===== src/rtl/mis_pkg.sv =====
package mis_pkg;
    typedef enum logic [1:0] {
        CMD_NOP = 2'd0,
        CMD_PRE = 2'd1,
        CMD_REF = 2'd2,
        CMD_SET = 2'd3
    } cmd_e;

    typedef enum logic [2:0] {
        ST_PAUSE,
        ST_REFW,
        ST_LOCK,
        ST_DONE
    } state_e;

    localparam int LOCK_CYC = 4;
endpackage


===== src/rtl/mis_wait_timer.sv =====
module mis_wait_timer #(
    parameter int W       = 16,
    parameter int RST_VAL = 0
) (
    input  logic         clk,
    input  logic         rst,
    input  logic         load,
    input  logic [W-1:0] load_val,
    output logic         zero
);
    logic [W-1:0] cnt_d, cnt_q;

    always_comb begin
        cnt_d = cnt_q;
        if (load)
            cnt_d = load_val;
        else if (cnt_q != '0)
            cnt_d = cnt_q - 1'b1;
    end

    always_ff @(posedge clk) begin
        if (rst)
            cnt_q <= W'(RST_VAL);
        else
            cnt_q <= cnt_d;
    end

    assign zero = (cnt_q == '0);
endmodule


===== src/rtl/mis_ref_counter.sv =====
module mis_ref_counter #(
    parameter int N = 8
) (
    input  logic clk,
    input  logic rst,
    input  logic load,
    input  logic dec,
    output logic zero
);
    localparam int CW = $clog2(N + 1);

    logic [CW-1:0] cnt_d, cnt_q;

    always_comb begin
        cnt_d = cnt_q;
        if (load)
            cnt_d = CW'(N);
        else if (dec && cnt_q != '0)
            cnt_d = cnt_q - 1'b1;
    end

    always_ff @(posedge clk) begin
        if (rst)
            cnt_q <= CW'(N);
        else
            cnt_q <= cnt_d;
    end

    assign zero = (cnt_q == '0);
endmodule


===== src/rtl/mem_init_seq.sv =====
module mem_init_seq
    import mis_pkg::*;
#(
    parameter int CLK_MHZ  = 100,
    parameter int PAUSE_US = 500,
    parameter int TW       = 8,
    parameter int AW       = 12,
    parameter int N_REF    = 8
) (
    input  logic          clk,
    input  logic          rst,
    input  logic [TW-1:0] trp_i,
    input  logic [TW-1:0] trc_i,
    input  logic [2:0]    lat_i,
    input  logic [1:0]    omode_i,
    input  logic          wmask_i,
    output logic [1:0]    cmd_o,
    output logic [AW-1:0] addr_o,
    output logic          ready_o
);
    localparam int PAUSE_CYC = CLK_MHZ * PAUSE_US;
    localparam int PW        = $clog2(PAUSE_CYC + 1);
    localparam int TMW       = (PW > TW) ? PW : TW;

    typedef struct packed {
        state_e        st;
        cmd_e          cmd;
        logic [AW-1:0] addr;
        logic          ready;
    } regs_t;

    regs_t cur_q, nxt_d;

    logic           tm_load, tm_zero;
    logic [TMW-1:0] tm_val;
    logic           rc_load, rc_dec, rc_zero;
    logic [TMW-1:0] trp_ld, trc_ld;
    logic [1:0]     om_fix;
    logic [AW-1:0]  mode_word;

    // a delay of 0 is taken as 1; the timer holds delay-1
    assign trp_ld    = (trp_i == '0) ? '0 : TMW'(trp_i) - 1'b1;
    assign trc_ld    = (trc_i == '0) ? '0 : TMW'(trc_i) - 1'b1;
    assign om_fix    = (omode_i == 2'b11) ? 2'b00 : omode_i;
    assign mode_word = AW'({wmask_i, om_fix, lat_i});

    mis_wait_timer #(
        .W       (TMW),
        .RST_VAL (PAUSE_CYC - 1)
    ) u_timer (
        .clk      (clk),
        .rst      (rst),
        .load     (tm_load),
        .load_val (tm_val),
        .zero     (tm_zero)
    );

    mis_ref_counter #(
        .N (N_REF)
    ) u_refcnt (
        .clk  (clk),
        .rst  (rst),
        .load (rc_load),
        .dec  (rc_dec),
        .zero (rc_zero)
    );

    always_comb begin
        nxt_d      = cur_q;
        nxt_d.cmd  = CMD_NOP;
        nxt_d.addr = '0;
        tm_load    = 1'b0;
        tm_val     = '0;
        rc_load    = 1'b0;
        rc_dec     = 1'b0;
        case (cur_q.st)
            ST_PAUSE: begin
                if (tm_zero) begin
                    nxt_d.cmd = CMD_PRE;
                    nxt_d.st  = ST_REFW;
                    tm_load   = 1'b1;
                    tm_val    = trp_ld;
                    rc_load   = 1'b1;
                end
            end
            ST_REFW: begin
                if (tm_zero) begin
                    tm_load = 1'b1;
                    if (rc_zero) begin
                        nxt_d.cmd  = CMD_SET;
                        nxt_d.addr = mode_word;
                        nxt_d.st   = ST_LOCK;
                        tm_val     = TMW'(LOCK_CYC - 1);
                    end else begin
                        nxt_d.cmd = CMD_REF;
                        rc_dec    = 1'b1;
                        tm_val    = trc_ld;
                    end
                end
            end
            ST_LOCK: begin
                if (tm_zero) begin
                    nxt_d.ready = 1'b1;
                    nxt_d.st    = ST_DONE;
                end
            end
            default: begin
                nxt_d.st = ST_DONE;
            end
        endcase
    end

    always_ff @(posedge clk) begin
        if (rst) begin
            cur_q.st    <= ST_PAUSE;
            cur_q.cmd   <= CMD_NOP;
            cur_q.addr  <= '0;
            cur_q.ready <= 1'b0;
        end else begin
            cur_q <= nxt_d;
        end
    end

    assign cmd_o   = cur_q.cmd;
    assign addr_o  = cur_q.addr;
    assign ready_o = cur_q.ready;
endmodule


===== config.mk =====
export PLATFORM = sky130hd
export DESIGN_NAME = mem_init_seq
export DESIGN_NICKNAME = d
export VERILOG_FILES = /design/src/rtl/mis_pkg.sv /design/src/rtl/mis_wait_timer.sv /design/src/rtl/mis_ref_counter.sv /design/src/rtl/mem_init_seq.sv
export SDC_FILE = /design/constraint.sdc
export NUM_CORES = 1
export LEC_CHECK = 0
export ABC_AREA = 1
export BUFFER_PORTS_ARGS = -buffer_cell sky130_fd_sc_hd__clkbuf_2
export CAP_MARGIN = 20
export CELL_PAD_IN_SITES_DETAIL_PLACEMENT = 1
export CELL_PAD_IN_SITES_GLOBAL_PLACEMENT = 2
export CORE_MARGIN = 3
export CORE_UTILIZATION = 27
export DETAILED_ROUTE_END_ITERATION = 8
export PLACE_DENSITY_LB_ADDON = 0.3
export SYNTH_ARGS = -nofsm -noshare
export SYNTH_HDL_FRONTEND = slang
export SYNTH_SLANG_ARGS = --single-unit

===== constraint.sdc =====
create_clock -name clk -period 1.6 [get_ports clk]
set_clock_uncertainty 0.2 [all_clocks]
set_input_delay 0.16 -clock clk [delete_from_list [all_inputs] [get_ports clk]]
set_output_delay 0.16 -clock clk [all_outputs]
set_load 0.02 [all_outputs]

# == Word level (Yosys, flattened, before mapping) ==
# Cells that the tools add are included.
# W data, S select, Z words.
# totals
reg_bits,38
inputBits,24
output_inout_bits,15
elab_cells,61
# op_classes
n_addsub,4
n_eq_ne,7
muxes,23
n_bitwise,3
n_reduce_logical,16
# ops
operator,n
$mux W16,7
$pmux W16 S2,1
$sub A8 B1 Y9 const B,2
$mux W17,1
$logic_not A16 Y1,1
$logic_not A8 Y1,2
$reduce_bool A16 Y1,1
$sub A16 B1 Y16 const B,1
$pmux W3 S3,1
$ne A2 B2 Y1 const B,4
$mux W1,7
$mux W3,2
$mux W6,1
$mux W5,1
$reduce_or A5 Y1,1
$logic_not A4 Y1,1
$pmux W2 S2,1
$reduce_and A4 Y1,1
$reduce_bool A4 Y1,1
$reduce_or A2 Y1,2
$reduce_or A4 Y1,1
$sub A4 B1 Y4 const B,1
$eq A3 B1 Y1 const B,1
$eq A3 B2 Y1 const B,1
8 further kinds,10

# == Longest topological paths before layout ==
# depth
word_depth,6
mapped_depth,13

# == By module ==
# Synthesis repeated with hierarchy kept, for this count alone.
# hier_totals
hier_cells,339
area_unflattened_um2,2148.3
# modules_own_cells
mod,instances,cells_each,area_each_um2,seq_area_each_um2
mis_wait_timer,1,152,969.7,320.3
mem_init_seq,1,151,930.9,220.2
mis_ref_counter,1,36,247.7,80.1

# == Least setup slack after synthesis ==
# OpenSTA, ideal clock, no wires.
# synth_path
kind,flip-flop to flip-flop
from,reg u_timer.cnt_q[0]
to,reg u_refcnt.cnt_q[1]
setup_ns,0.116
arrival_time_ns,1.424
required_ns,1.284
slack_ns,-0.140
stages_incl_launch_ff,13
n_path_buf,0
path_cell_list,dfxtp_1 > inv_1 > ha_1 > inv_1 > nor2_1 > nand2_1 > nor2_4 > nand2_4 > nor2_4 > nand2_2 > nand2_2 > inv_2 > o211a_1
# synth_between
elab_chain_cells,4
word_cells_on_any_way,7
# synth_rtl
item,line,text
start: declaration,mis_wait_timer.sv:11,"logic [W-1:0] cnt_d, cnt_q;"
start signal: assignment,mis_wait_timer.sv:23,cnt_q <= W'(RST_VAL);
start signal: assignment,mis_wait_timer.sv:25,cnt_q <= cnt_d;
$logic_not A16 Y1 *,mis_wait_timer.sv:28,assign zero = (cnt_q == '0);
$mux W1 (on tied branches),"mem_init_seq.sv:78, mem_init_seq.sv:87",
$mux W1,mem_init_seq.sv:76,case (cur_q.st)
$reduce_or A2 Y1 (no line) / $logic_and A1 B1 Y1 (equally long branches),-,
end signal: assignment,mis_ref_counter.sv:24,cnt_q <= CW'(N);
end signal: assignment,mis_ref_counter.sv:26,cnt_q <= cnt_d;
end: declaration,mis_ref_counter.sv:12,"logic [CW-1:0] cnt_d, cnt_q;"
# Every way passes the cells marked *; elsewhere a longest branch is shown, timed or not.
# A chain may end at the register's enable or synchronous reset.

# == Worst setup path after layout ==
# layout_path
from,reg u_timer.cnt_q[0]
to,reg u_timer.cnt_q[14]
# layout_between
elab_chain_cells,4
word_cells_on_any_way,11
# layout_rtl
item
branches (longest 4 deep; another with $sub A16 B1 Y16)
# Several ways; the timed one is not identified. The select of a mux whose other input is x is not followed.

==> run metrics <==
status complete, but fails checks; failing checks negative setup slack; worst path bufs/invs 3; Clock Pin Slew Worst Setup and Hold Paths roughly 70 ps; initial core utilization 0.279; placed insts approximately 490; row cnt 32; fmax 546 MHz; Post-synth EDFFs 0; slowest CP cell dfxtp_2; starting DRC count in detailed routing a little under 50; Post-DRT Antenna Nets 0; Final WS setup -230 ps; cell mode on critical path nor2_4; Final setup violation count 30; Setup crit end kind flip-flop; Max Root-Sink Buffers 2; leakage 1.41 nW; final count of pins violating max slew 0; grt ovf 0; Peak VDD IR roughly 0.0002 V; critical path class reg2reg; share of layout cells above drive strength 1 0.391; Non-Filler Instances a little over 500; Synth async-reset ratio 0; WL/cell about 12 um; Vias ~2300; startpoint type of the worst setup path flip-flop; Synthesis Warnings 0; full die area 0.00915 sq mm; Unique masters post-synth 33; gpl congestion 0.773; CP Max Fanout 5; fin nets around 450; number of global-route vias before repair approximately 2300; hold_ws 62.1 ps; largest net degree at the start of global routing 15; area delta synth->final 45.2%; top_reg_cell synth dfxtp_1; synthesized area approximately 0.0022 sq mm; delay-heaviest family, CP simple AND/OR/NAND/NOR gates; Seq/Total Area, Yosys 0.286; Cell Chain, Critical Path inv_2 > ha_4 > inv_4 > nor2_4 > nand2_2 > nor2_4 > buf_6 > nand2_4 > nand4_1 > nor2_1 > nand2_1 > nand3_1; unrepaired setup endpoints after global routing true; min-delay worst type in2reg; Core Area about 0.0078 sq mm; Area contributors post-synth dfxtp_1 29%, nand2_1 10%, inv_1 8.3%; Crit path required time roughly 1600 ps; most frequent cell after synthesis nand2_1; Seq cells post-synth 31; top-area cell type share of the netlist area 0.286; CTS tree built; residual DRC count 0; cell count after synthesis about 330; # Max-Cap Violations 0; Pre-Repair DR Iteration Count 6; die extent in x between 90 and 100 um; CTS Sinks 31; first-pass GRT wire length 10.4 mm; GR Util All Layers 0.145; max incr delay on CP roughly 330 ps; clk root buf clkbuf_8; H-tree levels 2; DRT Wirelength around 6.3 mm; height of the die around 96 um; TritonCTS buffer count 5; # diodes 0; period utilisation layout 1.14; vias per std cell approximately 4.4; post-layout util 0.406; Synth area leader dfxtp_1; crit path DAT approximately 1800 ps; Skew-Pair Late Insertion Delay 290 ps; pwr dens 508 mW/mm^2; final hold vios 0; final worst path period need approximately 1800 ps; # IOs 39; PortBufs 32; initial antenna violation count 0; top post-synthesis cells by count 60 x nand2_1, 48 x inv_1, 48 x nor2_1; placed wire-length estimate 5.03 mm; synthesized area per cell roughly 6.7 sq um
## report_power, final
part / leakage (nW) / total (mW) / switching (mW) / internal [mW]
combinational: 1.12 / 0.221 / 0.120 / 0.101
sequential: 0.250 / 0.785 / 0.00549 / 0.779
clock: 0.0422 / 0.598 / 0.293 / 0.305
## repair_timing
action / in CTS / in global routing
gates cloned: 1 / 1
buffers inserted: 4 / 5
hold buffers: 6 / 0
pin swaps: 4 / 12
hold endpoints to repair: 6 / 0
setup endpoints to repair: 30 / 31
gates resized for setup: 24 / 35
## cell type report
type,count,area [sq um]
Clock buffer,7,76.3
Clock inverter,1,5.00
Fill cell,1014,4610
Inverter,50,193
Multi-Input combinational cell,235,1460
Sequential cell,31,623
Tap cell,102,128
Timing Repair Buffer,93,664
## tightest hold or removal path: cells and delay by family
kind	cells	cell delay, ps
AND/OR/NAND/NOR	2	170
buffers and inverters	1	100
XOR/XNOR	1	70
## through the flow
step                area [sq um]  total power, mW  setup WS, ps  setup TNS [ps]
finish                      3150             1.60          -230           -4480
global route                3150             1.70          -362           -8620
CTS                         2980             1.63          -198           -4090
detailed placement          2740            0.997          -245           -4160
global placement            2740            0.994          -154           -2540
floorplan                   2220            0.910         -73.7            -309
## registers in the layout (all words and copies together) (netlist names)
register        count
u_refcnt.cnt_q      4
cur_q               2
u_timer.cnt_q      16
ready_o             1
addr_o              6
cmd_o               2
## kinds of logic after synthesis
| family | Yosys count | share of synthesized area |
|---|---|---|
| buffers and inverters | 66 | 0.143 |
| DFF | 31 | 0.286 |
| adders and majority gates | 5 | 0.0288 |
| and+or+nand+nor | 173 | 0.402 |
| xor gates and xnor gates | 10 | 0.0403 |
| other | 1 | 0.00173 |
| AOI/OAI and AO/OA | 39 | 0.0986 |
## layer usage
metal / up-vias / track usage / wire length (um)
li1: 1196 / - / -
met1: 1049 / 0.185 / 3000
met2: 38 / 0.248 / 3050
met3: 8 / 0.0205 / 177
met4: 0 / 0.0498 / 109
met5: - / 0 / 0
## placed cells by master, fill, tap and decap left out, types with 6 or more instances in the layout
master / synthesis / final
a21oi_1: 15 / 10
a21oi_2: 1 / 6
buf_4: 14 / 49
clkbuf_2: 0 / 32
conb_1: 1 / 6
dfxtp_1: 31 / 29
dlygate4sd3_1: 0 / 6
inv_1: 48 / 42
inv_2: 2 / 6
nand2_1: 60 / 57
nand2_2: 6 / 8
nand3_1: 21 / 15
nand4_1: 9 / 9
nor2_1: 48 / 40
nor2_2: 3 / 6
nor2_4: 8 / 14
nor3_1: 10 / 7
o21ai_0: 17 / 7
o21ai_1: 1 / 8
xor2_1: 9 / 8
## final timing paths
path	startpoint	cells after the start	endpoint	slack, ps
max	u_timer.cnt_q[0]	12	u_timer.cnt_q[14]	-230
min	trp_i[2]	4	u_timer.cnt_q[2]	60
max reg2reg	u_timer.cnt_q[0]	12	u_timer.cnt_q[14]	-230
min reg2reg	ready_o	2	ready_o	260
Note: power is estimated with default switching activity, not from simulation.
